File: config.mk
export PLATFORM = sky130hd
export DESIGN_NAME = pd_retry_seq
export DESIGN_NICKNAME = d
export VERILOG_FILES = /design/src/rtl/pd_retry_seq.sv
export SDC_FILE = /design/constraint.sdc
export NUM_CORES = 1
export LEC_CHECK = 0
export BUFFER_PORTS_ARGS = -buffer_cell sky130_fd_sc_hd__buf_2
export CORE_ASPECT_RATIO = 2
export CORE_MARGIN = 3
export CORE_UTILIZATION = 35
export DETAILED_ROUTE_END_ITERATION = 10
export MAX_ROUTING_LAYER = met4
export PLACE_DENSITY_LB_ADDON = 0.05
export SYNTH_ARGS = -nofsm -noshare
export SYNTH_HDL_FRONTEND = slang
export SYNTH_SLANG_ARGS = --single-unit
export TNS_END_PERCENT = 1
File: constraint.sdc
create_clock -name clk -period 6.16 [get_ports clk]
set_input_delay 0.924 -clock clk [delete_from_list [all_inputs] [get_ports clk]]
set_output_delay 0.924 -clock clk [all_outputs]
set_load 0.05 [all_outputs]
File: src/rtl/pd_retry_seq.sv
module pd_retry_seq #(
  parameter int CLK_PER_US = 250,
  parameter int ACK_US     = 1000,
  parameter int HARD_US    = 5000,
  parameter int REPLY_US   = 10
) (
  input  logic       clk,
  input  logic       rst_n,
  input  logic       tx_eop,
  input  logic       rx_eop,
  input  logic       rx_ack,
  input  logic       line_busy,
  input  logic       cfg_retry_en,
  input  logic [1:0] cfg_max_retry,
  input  logic       cfg_soft_en,
  input  logic       cfg_hard_en,
  input  logic       cmd_hard,
  output logic       retry_req,
  output logic       ack_req,
  output logic       soft_req,
  output logic       hard_req,
  output logic       ok_pulse,
  output logic       fail_pulse,
  output logic       hard_fail_pulse,
  output logic       wait_ack,
  output logic [1:0] retry_cnt
);
  localparam int TMAX = (ACK_US > HARD_US) ? ACK_US : HARD_US;
  localparam int TW   = $clog2(TMAX + 1);
  localparam int DW   = (CLK_PER_US > 1) ? $clog2(CLK_PER_US) : 1;
  localparam int RCYC = REPLY_US * CLK_PER_US;
  localparam int RW   = $clog2(RCYC + 1);

  typedef enum logic [1:0] {S_IDLE, S_WAIT, S_TXP, S_HARD} st_t;

  st_t           st, nxt;
  logic          soft_k, soft_nxt;
  logic [1:0]    cnt_nxt;
  logic [DW-1:0] div;
  logic [TW-1:0] tmr;
  logic          restart, us_tick, expired;
  logic          p_ok, p_retry, p_soft, p_hard, p_fail, p_hfail;
  logic          rpend;
  logic [RW-1:0] rcnt;

  assign us_tick  = (div == DW'(CLK_PER_US - 1));
  assign expired  = (tmr == TW'(ACK_US));
  assign wait_ack = (st == S_WAIT);

  always_ff @(posedge clk) begin
    if (!rst_n || restart) begin
      div <= '0;
      tmr <= '0;
    end else if (us_tick) begin
      div <= '0;
      if (tmr != TW'(TMAX)) tmr <= tmr + TW'(1);
    end else begin
      div <= div + DW'(1);
    end
  end

  always_comb begin
    nxt = st; soft_nxt = soft_k; cnt_nxt = retry_cnt; restart = 1'b0;
    p_ok = 1'b0; p_retry = 1'b0; p_soft = 1'b0;
    p_hard = 1'b0; p_fail = 1'b0; p_hfail = 1'b0;
    if (cmd_hard) begin
      nxt = S_HARD; restart = 1'b1; cnt_nxt = 2'd0;
    end else begin
      case (st)
        S_IDLE: if (tx_eop) begin
          nxt = S_WAIT; restart = 1'b1; soft_nxt = 1'b0; cnt_nxt = 2'd0;
        end
        S_TXP: if (tx_eop) begin
          nxt = S_WAIT; restart = 1'b1;
        end
        S_WAIT:
          if (rx_ack) begin
            p_ok = 1'b1; cnt_nxt = 2'd0; nxt = S_IDLE;
          end else if (expired) begin
            if (!soft_k) begin
              if (cfg_retry_en && (retry_cnt < cfg_max_retry)) begin
                p_retry = 1'b1; cnt_nxt = retry_cnt + 2'd1; nxt = S_TXP;
              end else if (cfg_soft_en) begin
                p_soft = 1'b1; cnt_nxt = 2'd0; soft_nxt = 1'b1; nxt = S_TXP;
              end else begin
                p_fail = 1'b1; cnt_nxt = 2'd0; nxt = S_IDLE;
              end
            end else if (cfg_hard_en) begin
              nxt = S_HARD; restart = 1'b1;
            end else begin
              p_fail = 1'b1; nxt = S_IDLE;
            end
          end
        S_HARD:
          if (!line_busy) begin
            p_hard = 1'b1; nxt = S_IDLE;
          end else if (tmr == TW'(HARD_US)) begin
            p_hfail = 1'b1; nxt = S_IDLE;
          end
        default: nxt = S_IDLE;
      endcase
    end
  end

  always_ff @(posedge clk) begin
    if (!rst_n) begin
      st <= S_IDLE; soft_k <= 1'b0; retry_cnt <= 2'd0;
      ok_pulse <= 1'b0; retry_req <= 1'b0; soft_req <= 1'b0;
      hard_req <= 1'b0; fail_pulse <= 1'b0; hard_fail_pulse <= 1'b0;
    end else begin
      st <= nxt; soft_k <= soft_nxt; retry_cnt <= cnt_nxt;
      ok_pulse <= p_ok; retry_req <= p_retry; soft_req <= p_soft;
      hard_req <= p_hard; fail_pulse <= p_fail; hard_fail_pulse <= p_hfail;
    end
  end

  always_ff @(posedge clk) begin
    if (!rst_n) begin
      rpend <= 1'b0; rcnt <= '0; ack_req <= 1'b0;
    end else begin
      ack_req <= 1'b0;
      if (rx_eop) begin
        rpend <= 1'b1; rcnt <= '0;
      end else if (rpend) begin
        if (rcnt == RW'(RCYC - 1)) begin
          ack_req <= 1'b1; rpend <= 1'b0;
        end else begin
          rcnt <= rcnt + RW'(1);
        end
      end
    end
  end

  a_r1_step_at_expiry: assert property (@(posedge clk) disable iff (!rst_n)
    (retry_req || soft_req) |-> $past(st == S_WAIT && tmr == TW'(ACK_US)));
  a_r3_ack_done: assert property (@(posedge clk) disable iff (!rst_n)
    (st == S_WAIT && rx_ack && !cmd_hard) |=> (ok_pulse && retry_cnt == 2'd0 && !wait_ack));
  a_r5_one_step: assert property (@(posedge clk) disable iff (!rst_n)
    $onehot0({ok_pulse, retry_req, soft_req, hard_req, fail_pulse, hard_fail_pulse}));
  a_r6_hfail_busy: assert property (@(posedge clk) disable iff (!rst_n)
    hard_fail_pulse |-> $past(line_busy));
  a_r7_force_hard: assert property (@(posedge clk) disable iff (!rst_n)
    cmd_hard |=> (st == S_HARD && !retry_req && !soft_req));
  a_r9_reply_pend: assert property (@(posedge clk) disable iff (!rst_n)
    ack_req |-> $past(rpend));
endmodule

==> metrics.yaml, run 1 <==
routing:
  detailedRoute.firstPassIterationCount: 4
  vias_per_cell: 5.19
  drt-total-wl_um: 4450
  drc: 0
  postRouteAntennaNets: 0
  drt-initial-drc-count: 86
  avgRoutedWirePerCell_um: 13.1
  routed-via-count: 1758
cts:
  clock_latency_on_the_worst_skew_pair_ps: 280
  clk_pin_slew_ps: 60
  clock_tree.buffer_depth: 2
  root_driver: "clkbuf_16"
  cts_tree: "built"
  numClockSinks: 46
  numCtsBuffers: 5
  post_cts_resize_count: 0
  cts_setup_buffers: 0
  htree_levels: 2
  post_cts_hold_buffer_count: 0
logic_synthesis:
  synthDistinctLibCells: 44
  synth_area_um2: 2150
  synth-seq-cells: 46
  synthFlopType: "dfxtp_1"
  syn_inst: 254
  synth-seq-area-share_pct: 42.8
  synth-async-reset-ratio_pct: 0
  post_synthesis_net_count: 272
  count_of_warnings_emitted_by_yosys: 0
  avgSynthCellArea_um2: 8.48
  synth_enable_flop_cells: 0
final_layout:
  most_frequent_standard_cell_in_the_layout_excluding_fill_and_tap_cells: "dfxtp_1"
  final_net_count: 295
  fillCellCount: 593
  areaGrowthSynthToFinish_pct: 14.9
  final_core_utilization_pct: 42.2
  post_route_cells_drive_above_1_share_pct: 13.3
  insertedDiodeCount: 0
  most-common-layout-cells: "dfxtp_1 (46), nor2_1 (41), buf_2 (21)"
timing:
  setup-tns-final_ps: 0
  fmax_ghz: 0.441
  max-slew-margin-rel_pct: 61.5
  finalHoldViolations: 0
  fin_worst_hold_slack_ps: 466
  slew_violations: 0
  clock_skew_ps: 6.61
  report.final.setup_viol: 0
  timing_worst_slew_pin_value_ps: 578
  layout_worst_path_cycle_share_pct: 36.8
  worst_slack_ps: 3890
  setup_repair_after_global_routing_missed_its_margin: "no"
  timing.final.crit_period_ps: 2270
critical_path:
  critical_path.endpoint_type: "flop"
  regToRegStartpoint: "tmr[0]$_SDFFE_PP0P_"
  timing.critical_path.required_ps: 6330
  setup.worst_path.class: "flop to flop"
  worst_path_fanout_max: 7
  crit_start: "tmr[0]$_SDFFE_PP0P_"
  critical_path.startpoint_type: "flop"
  arrival_ps: 2440
power_and_ir_drop:
  sequential_share_of_power_pct: 51.0
  power.share.clock_pct: 43.6
  netSwitchingPower_uw: 136
  p_comb_share_pct: 5.4
  power_switching_share_pct: 22.7
  cellPowerDensity_nw_per_um2: 242
  fin_total_pwr_uw: 599
  intPower_uw: 463
  leakage_uw: 0.000884
  ir_worst_vdd_uv: 145
hold_path:
  worstHoldPathType: "flop to flop"
  worst_hold_startpoint: "div[0]$_SDFF_PP0_"
placement:
  dp_hpwl_um: 3340
  place_congestion: 0.772
  port-buffer-count: 21
  setup_slack_after_placement_ps: 3740
job:
  timing.max_cap.violations: 0
floorplan:
  ioPinCount: 22
  initial_core_util_pct: 36.8
  die_h_um: 117
  chipWidth_um: 61.5
  die_area_um2: 7190
  rows: 39
  core_um2: 5860
grt:
  grt_antenna_before_repair: 0
  first_global_vias: 1632
  gr_usage_total_pct: 13.9
  grt_pass1_wl_um: 7290
  grt.overflow.total: 0
  grt_start_max_net_pins: 17
run_status:
  run_status: "completed"
==> critical path, cell delays in order (launching register included) <==
cell and delay, ps:
dfxtp_1 350, inv_1 70, ha_1 150, nand4b_1 140, or4_1 630, and2_4 230, or3_1 330, o221a_1 260
==> through the flow <==
| stage | instance area, um2 | cells |
|---|---|---|
| after floorplan | 2150 | 254 |
| after global placement | 2330 | 331 |
| after global routing | 2470 | 339 |
| after detailed placement | 2330 | 331 |
| after CTS | 2470 | 339 |
| final | 2470 | 339 |
==> final cells by class <==
type | count | area (um2) | area share (%)
inverters | 11 | 41.3 | 1.67
repair buffers | 23 | 120 | 4.86
multi-input cells | 190 | 1170 | 47.2
clock buffers | 5 | 125 | 5.06
flip-flops and latches | 46 | 921 | 37.2
well taps | 61 | 76.3 | 3.09
clock inverters | 3 | 21.3 | 0.860
==> flip-flops by register name, indices dropped and copies added (netlist names), 2 cells and up <==
register   cells
div            8
tmr           13
retry_cnt      2
rcnt          12
st             2
==> layer usage <==
| metal | up-vias | GRT usage [%] | routed length (um) |
|---|---|---|---|
| li1 | 926 | - | - |
| met4 | 0 | 5.52 | 82 |
| met1 | 805 | 14.7 | 1860 |
| met3 | 6 | 2.96 | 100 |
| met2 | 21 | 24.3 | 2400 |
| met5 | - | - | 0 |
==> final timing paths <==
path                   endpoint  slack, ps  depth (start not counted)
max          st[1]$_SDFFE_PN0P_       3890                          7
min           div[0]$_SDFF_PP0_        470                          1
max reg2reg  st[1]$_SDFFE_PN0P_       3890                          7
min reg2reg   div[0]$_SDFF_PP0_        470                          1
==> cell families (layout without fill, tap and decap cells) <==
kind of cell	count (synthesis)	after routing	share of synthesized area [%]
compound gates	26	26	7.90
xor+xnor	25	25	10.2
fa+ha+maj	6	6	3.49
buf+inv	18	42	3.25
flops	46	46	42.8
mux	1	1	0.465
simple gates	132	132	32.0
==> power groups by stage <==
stage                     clock, uW  combinational (uW)  sequential (uW)
after floorplan                   0                22.7              311
after global placement            0                32.8              312
after CTS                       272                32.9              305
after detailed placement          0                32.7              312
final                           261                32.2              305
after global routing            283                36.4              306
==> cell usage after synthesis, drive strengths merged, types with 3 or more instances <==
| master | n | area share (%) |
|---|---|---|
| nor2b | 3 | 0.87 |
| xor2 | 10 | 4.1 |
| xnor2 | 15 | 6.1 |
| nand4 | 6 | 1.7 |
| nor3 | 6 | 1.4 |
| nand2 | 20 | 3.5 |
| a21oi | 8 | 1.9 |
| inv | 11 | 1.9 |
| dfxtp | 46 | 43 |
| nor4 | 11 | 3.2 |
| and3 | 4 | 1.2 |
| o21ai | 6 | 1.4 |
| nor3b | 3 | 1.0 |
| clkbuf | 5 | 0.87 |
| nand3 | 11 | 2.6 |
| nand2b | 8 | 2.3 |
| ha | 6 | 3.5 |
| or3 | 6 | 1.7 |
| nor2 | 41 | 7.1 |
(Power assumes the default switching activity.)
==> run 2: changes to the inputs <==
ABC_AREA = 1   (was default)
clock period = 2.1 ns   (was 6.16 ns; I/O delays follow)
==> run 2 against run 1 <==
Area after synthesis up 15%. Non-clock buffer count up 3. Core utilization up 0.24 points. Sequential share of layout area down 5.0 points. Combinational power rose to 3.8 times the previous value. First-iteration DRC count up 2.3%. Highest routed layer unchanged. Fmax up 32%.
==> metrics.yaml, run 2 <==
run_status:
  run_status: "completed"
timing:
  report.final.setup_viol: 0
  layout_worst_path_cycle_share_pct: 82.0
  fmax_ghz: 0.581
  slew_violations: 0
  max-slew-margin-rel_pct: 66.1
  timing_worst_slew_pin_value_ps: 505
  clock_skew_ps: 2.95
  setup-tns-final_ps: 0
  setup_repair_after_global_routing_missed_its_margin: "no"
  fin_worst_hold_slack_ps: 200
  timing.final.crit_period_ps: 1720
  finalHoldViolations: 0
cts:
  cts_tree: "built"
  clock_latency_on_the_worst_skew_pair_ps: 290
  numCtsBuffers: 5
  numClockSinks: 46
  clock_tree.buffer_depth: 2
  cts_setup_buffers: 0
  root_driver: "clkbuf_16"
  htree_levels: 2
  clk_pin_slew_ps: 60
  post_cts_resize_count: 0
  post_cts_hold_buffer_count: 0
routing:
  detailedRoute.firstPassIterationCount: 4
  routed-via-count: 2289
  drt-total-wl_um: 5790
  avgRoutedWirePerCell_um: 12.1
  vias_per_cell: 4.77
  drt-initial-drc-count: 88
  postRouteAntennaNets: 0
  drc: 0
logic_synthesis:
  netlist.top_cell.by_area: "dfxtp_1"
  synthDistinctLibCells: 29
  synth_compound_area_share_pct: 8.98
  synth-async-reset-ratio_pct: 0
  synthFlopType: "dfxtp_1"
  synth.mux.area_fraction_pct: 0
  count_of_warnings_emitted_by_yosys: 0
  synth-seq-area-share_pct: 37.1
  avgSynthCellArea_um2: 6.84
  netlist.area_leader.share_pct: 37.1
  post-synth-top-count-cell: "nand2_1"
  synth_xor_area_share_pct: 5.65
  synth.cells.most_frequent: "nand2_1 (104), dfxtp_1 (46), inv_1 (41), nor2_1 (35), a21oi_1 (32)"
  simple_logic_cell_fraction_of_the_synthesized_area_pct: 37.2
  syn_inst: 363
  yosys-top-cells-area: "dfxtp_1 (37%), nand2_1 (16%), a21oi_1 (6.5%)"
  synth-seq-cells: 46
  main_combinational_cell_family_by_area_after_synthesis: "simple AND/OR/NAND/NOR gates"
  synth_area_um2: 2480
  synth_enable_flop_cells: 0
  post_synthesis_net_count: 381
  synth_adder_area_share_pct: 3.03
final_layout:
  most_frequent_standard_cell_in_the_layout_excluding_fill_and_tap_cells: "nand2_1"
  post-route-cell-area_um2: 2860
  biggestRegsByFlops: "tmr: 13 flops, rcnt: 12 flops, div: 8 flops"
  final_net_count: 409
  post_route_cells_drive_above_1_share_pct: 13.5
  areaGrowthSynthToFinish_pct: 15.2
  max_flop_register: "tmr"
  most-common-layout-cells: "nand2_1 (104), dfxtp_1 (46), inv_1 (41)"
  insertedDiodeCount: 0
  largest_reg_flops: 13
placement:
  dp_hpwl_um: 4510
  place_congestion: 0.867
  placed_instance_area_um2: 2700
  port-buffer-count: 21
critical_path:
  delay_contributed_by_the_slowest_stage_of_the_critical_path_ps: 430
  setup.worst_path.class: "flop to flop"
  arrival_ps: 1900
  reg2reg_slack_ps: 380
  r2r.worst_path.cells: 9
  worst_path_fanout_max: 9
  rr_endpoint: "tmr[2]$_SDFFE_PP0P_"
  regToRegStartpoint: "tmr[0]$_SDFFE_PP0P_"
  critical_path.startpoint_type: "flop"
  timing.critical_path.required_ps: 2280
  critical_path.most_common_cell: "nand3_1"
  critical-path-slowest-cell: "dfxtp_1"
  timing.critical_path.cells: "inv_1 -> ha_1 -> nand3_1 -> nor2_4 -> a21oi_4 -> buf_4 -> nand3_1 -> nand2_1 -> a21oi_2"
  critical_path.endpoint_type: "flop"
power_and_ir_drop:
  power.share.clock_pct: 47.3
  ir_worst_vdd_uv: 374
  netSwitchingPower_uw: 436
  cellPowerDensity_nw_per_um2: 671
  fin_total_pwr_uw: 1920
  power_switching_share_pct: 22.7
  sequential_share_of_power_pct: 46.4
  p_comb_share_pct: 6.3
  leakage_uw: 0.00106
  intPower_uw: 1480
floorplan:
  ioPinCount: 22
  die_h_um: 125
  rows: 42
  core_um2: 6730
  initial_core_util_pct: 36.9
  chipWidth_um: 65.5
  die_area_um2: 8200
grt:
  grt_antenna_before_repair: 0
  gr_usage_total_pct: 16.4
  grt_start_max_net_pins: 14
  first_global_vias: 2291
  grt_pass1_wl_um: 10300
  grt.overflow.total: 0
job:
  timing.max_cap.violations: 0
hold_path:
  min_path_cells: 2
  worstHoldPathType: "input port to flop"
  worst_hold_startpoint: "line_busy"
  min_delay_worst_endpoint: "hard_req$_SDFF_PP0_"
[run 2: logic make-up after synthesis]
family | count (synthesis)
AOI/OAI and AO/OA | 40
xor gates and xnor gates | 16
adders and majority gates | 6
buffers and inverters | 48
DFF | 46
and+or+nand+nor | 207
[run 2: power groups by stage]
stage	combinational (uW)	clock, uW	sequential, uW
after floorplan	82.2	0	911
after global placement	123	0	911
after detailed placement	123	0	911
after CTS	124	937	890
after global routing	139	964	892
final	121	906	891
[run 2: critical path, delay by kind of cell, from the launching register on]
family                   cells  cell delay [ps]
flip-flops                   1              430
AND/OR/NAND/NOR              4              350
buffers and inverters        2              330
AO/OA/AOI/OAI                2              290
adder cells (fa/ha/maj)      1              200
[run 2: routing by layer]
| layer | GRT usage [%] | part of all wire [%] | vias to the layer above |
|---|---|---|---|
| met5 | - | 0 | - |
| met4 | 8.31 | 3.7 | 0 |
| met3 | 3.05 | 2.2 | 14 |
| met2 | 29.6 | 57 | 23 |
| met1 | 16.1 | 37 | 1039 |
| li1 | - | - | 1213 |
[run 2: how the worst max path moves through the flow]
| stage | slack, ps | end | start |
|---|---|---|---|
| 2_1_floorplan | 470 | retry_cnt[1]$_SDFFE_PP0P_ | retry_cnt[1]$_SDFFE_PP0P_ |
| 3_3_place_gp | 440 | tmr[3]$_SDFFE_PP0P_ | tmr[0]$_SDFFE_PP0P_ |
| 3_5_place_dp | 390 | tmr[2]$_SDFFE_PP0P_ | tmr[0]$_SDFFE_PP0P_ |
| 4_1_cts | 390 | tmr[2]$_SDFFE_PP0P_ | tmr[0]$_SDFFE_PP0P_ |
| 5_1_grt | 200 | rcnt[8]$_SDFFE_PP0P_ | rcnt[0]$_SDFFE_PP0P_ |
| 6_report | 380 | tmr[2]$_SDFFE_PP0P_ | tmr[0]$_SDFFE_PP0P_ |
[run 2: stage by stage]
stage / utilization (%) / cells / worst slack (ps)
2_1_floorplan: - / 363 / 471
6_report: 42.5 / 480 / 378
4_1_cts: 42.5 / 480 / 394
5_1_grt: 42.5 / 480 / 202
3_3_place_gp: 40.1 / 472 / 442
3_5_place_dp: 40.1 / 472 / 389
[run 2: area by class of cell]
class | count | area (um2)
Clock inverter | 1 | 30.0
Tap cell | 88 | 110
Inverter | 43 | 161
Clock buffer | 7 | 133
Multi-Input combinational cell | 269 | 1360
Sequential cell | 46 | 921
Fill cell | 772 | 3870
Timing Repair Buffer | 26 | 143
==> run 3: changes to the inputs <==
ABC_AREA = 0   (was 1)
clock period = 1.6 ns   (was 2.1 ns; I/O delays follow)
==> run 3 against run 2 <==
The run now ends with negative setup slack left. First-iteration DRC count fell by 3.4%. Hold slack got worse by 84 ps. Die area fell by 12%. Count of clock-buffer cells in the layout fell by 2. Clock skew rose by 3.0 ps. Core utilization rose by 8.3 points. Design area rose by 4.0%. Flip-flop and latch count did not move. Routed wire length fell by 7.7%. Combinational power rose by 36%. Global-route usage rose by 0.81 points. Critical path depth fell by 4.
==> metrics.yaml, run 3 (synthesis gave the netlist of run 1 again) <==
final_layout:
  largest_reg_flops: 13
  max_flop_register: "tmr"
  biggestRegsByFlops: "tmr: 13 flops, rcnt: 12 flops, div: 8 flops"
  post_route_cells_drive_above_1_share_pct: 32.6
  insertedDiodeCount: 0
  most-common-layout-cells: "buf_4 (47), nor2_1 (40), dfxtp_1 (40)"
  areaGrowthSynthToFinish_pct: 38.0
  most_frequent_standard_cell_in_the_layout_excluding_fill_and_tap_cells: "buf_4"
  final_net_count: 342
  post-route-cell-area_um2: 2970
critical_path:
  critical_path.startpoint_type: "flop"
  rr_endpoint: "st[1]$_SDFFE_PN0P_"
  arrival_ps: 2100
  setup.worst_path.class: "flop to flop"
  path_buf_inv: 0
  timing.critical_path.cells: "nand4bb_4 -> or4_4 -> and2_4 -> or3_1 -> o221a_1"
  worst_path_fanout_max: 3
  critical-path-slowest-cell: "or4_4"
  reg2reg_slack_ps: -310
  top_delay_family_on_crit_path: "simple AND/OR/NAND/NOR gates"
  r2r.worst_path.cells: 5
  timing.critical_path.required_ps: 1790
  critical_path.endpoint_type: "flop"
  regToRegStartpoint: "tmr[10]$_SDFFE_PP0P_"
  delay_contributed_by_the_slowest_stage_of_the_critical_path_ps: 560
  timing.critical_path.depth: 5
grt:
  grt_start_max_net_pins: 16
  gr_usage_total_pct: 17.2
  grt_pass1_wl_um: 8650
  grt_antenna_before_repair: 0
  grt.overflow.total: 0
  first_global_vias: 1927
routing:
  vias_per_cell: 5.12
  postRouteAntennaNets: 0
  drt-total-wl_um: 5350
  drc: 0
  avgRoutedWirePerCell_um: 13.9
  detailedRoute.firstPassIterationCount: 4
  routed-via-count: 1978
  drt-initial-drc-count: 85
floorplan:
  ioPinCount: 22
  die_area_um2: 7190
  core_um2: 5860
  die_h_um: 117
  chipWidth_um: 61.5
  initial_core_util_pct: 36.8
  rows: 39
timing:
  timing_worst_slew_pin_value_ps: 426
  report.final.setup_viol: 28
  timing.final.crit_period_ps: 1910
  slew_violations: 0
  layout_worst_path_cycle_share_pct: 120
  fmax_ghz: 0.523
  max-slew-margin-rel_pct: 71.5
  clock_skew_ps: 5.93
  finalHoldViolations: 0
  setup_repair_after_global_routing_missed_its_margin: "yes"
  worst_slack_ps: -313
cts:
  clock_tree.buffer_depth: 2
  clock_latency_on_the_worst_skew_pair_ps: 300
  clk_pin_slew_ps: 60
  numClockSinks: 46
  root_driver: "clkbuf_16"
  htree_levels: 2
  cts_tree: "built"
  numCtsBuffers: 5
power_and_ir_drop:
  leakage_uw: 0.00115
  cellPowerDensity_nw_per_um2: 858
  ir_worst_vdd_uv: 541
job:
  timing.max_cap.violations: 0
hold_path:
  min_path_cells: 2
  min_delay_worst_endpoint: "hard_req$_SDFF_PP0_"
  worstHoldPathType: "input port to flop"
  worst_hold_startpoint: "line_busy"
run_status:
  violations: "negative setup slack"
  run_status: "finished with violations"
placement:
  place_congestion: 0.842
  placed_instance_area_um2: 2670
  setup_slack_after_placement_ps: -366
  dp_hpwl_um: 4130
  port-buffer-count: 21
-- run 3: cell type report --
type	count	area (um2)
inverters	11	41.3
clock inverters	3	45.0
flip-flops and latches	46	928
multi-input cells	190	1270
repair buffers	70	487
well taps	61	76.3
clock buffers	5	125
fillers	584	2880
-- run 3: power breakdown --
group / switching (uW) / total (uW) / internal, uW
registers: 17.0 / 1170 / 1160
clock network: 476 / 1210 / 737
logic: 89.1 / 164 / 74.5
-- run 3: layer usage --
layer | up-vias | part of all wire (%) | global-route usage [%] | wire, um
met1 | 923 | 35 | 15.1 | 1880
met4 | 0 | 3.3 | 11.6 | 175
met5 | - | 0 | - | 0
met3 | 8 | 2.2 | 3.62 | 120
li1 | 1020 | - | - | -
met2 | 27 | 59 | 31.0 | 3170
-- run 3: how the worst max path moves through the flow --
stage / to / start
after CTS: st[1]$_SDFFE_PN0P_ / tmr[10]$_SDFFE_PP0P_
after global routing: st[1]$_SDFFE_PN0P_ / tmr[1]$_SDFFE_PP0P_
after global placement: st[1]$_SDFFE_PN0P_ / tmr[4]$_SDFFE_PP0P_
after detailed placement: st[1]$_SDFFE_PN0P_ / tmr[4]$_SDFFE_PP0P_
after floorplan: st[1]$_SDFFE_PN0P_ / tmr[4]$_SDFFE_PP0P_
final: st[1]$_SDFFE_PN0P_ / tmr[10]$_SDFFE_PP0P_
-- run 3: through the flow --
stage | util (%) | TNS, ps | power [uW] | hold WS, ps | std cells
6_report | 50.7 | -4790 | 2550 | 116 | 386
5_1_grt | 50.7 | -7220 | 2640 | 125 | 386
4_1_cts | 49.6 | -5380 | 2580 | 108 | 386
3_5_place_dp | 45.6 | -6710 | 1350 | 425 | 376
3_3_place_gp | 45.6 | -6450 | 1350 | 425 | 376
2_1_floorplan | - | -6620 | 1280 | 319 | 254
-- run 3: worst register-to-register path: cells and delay by family, from the launching register on --
kind	cells	cell delay, ps
compound gates	1	240
flops	1	320
simple gates	4	1250
-- run 3: what timing repair did --
action / in CTS / in global routing
gates resized for setup: 12 / 13
hold buffers: 0 / 0
pin swaps: 6 / 1
setup endpoints to repair: 29 / 31
buffers inserted: 2 / 0
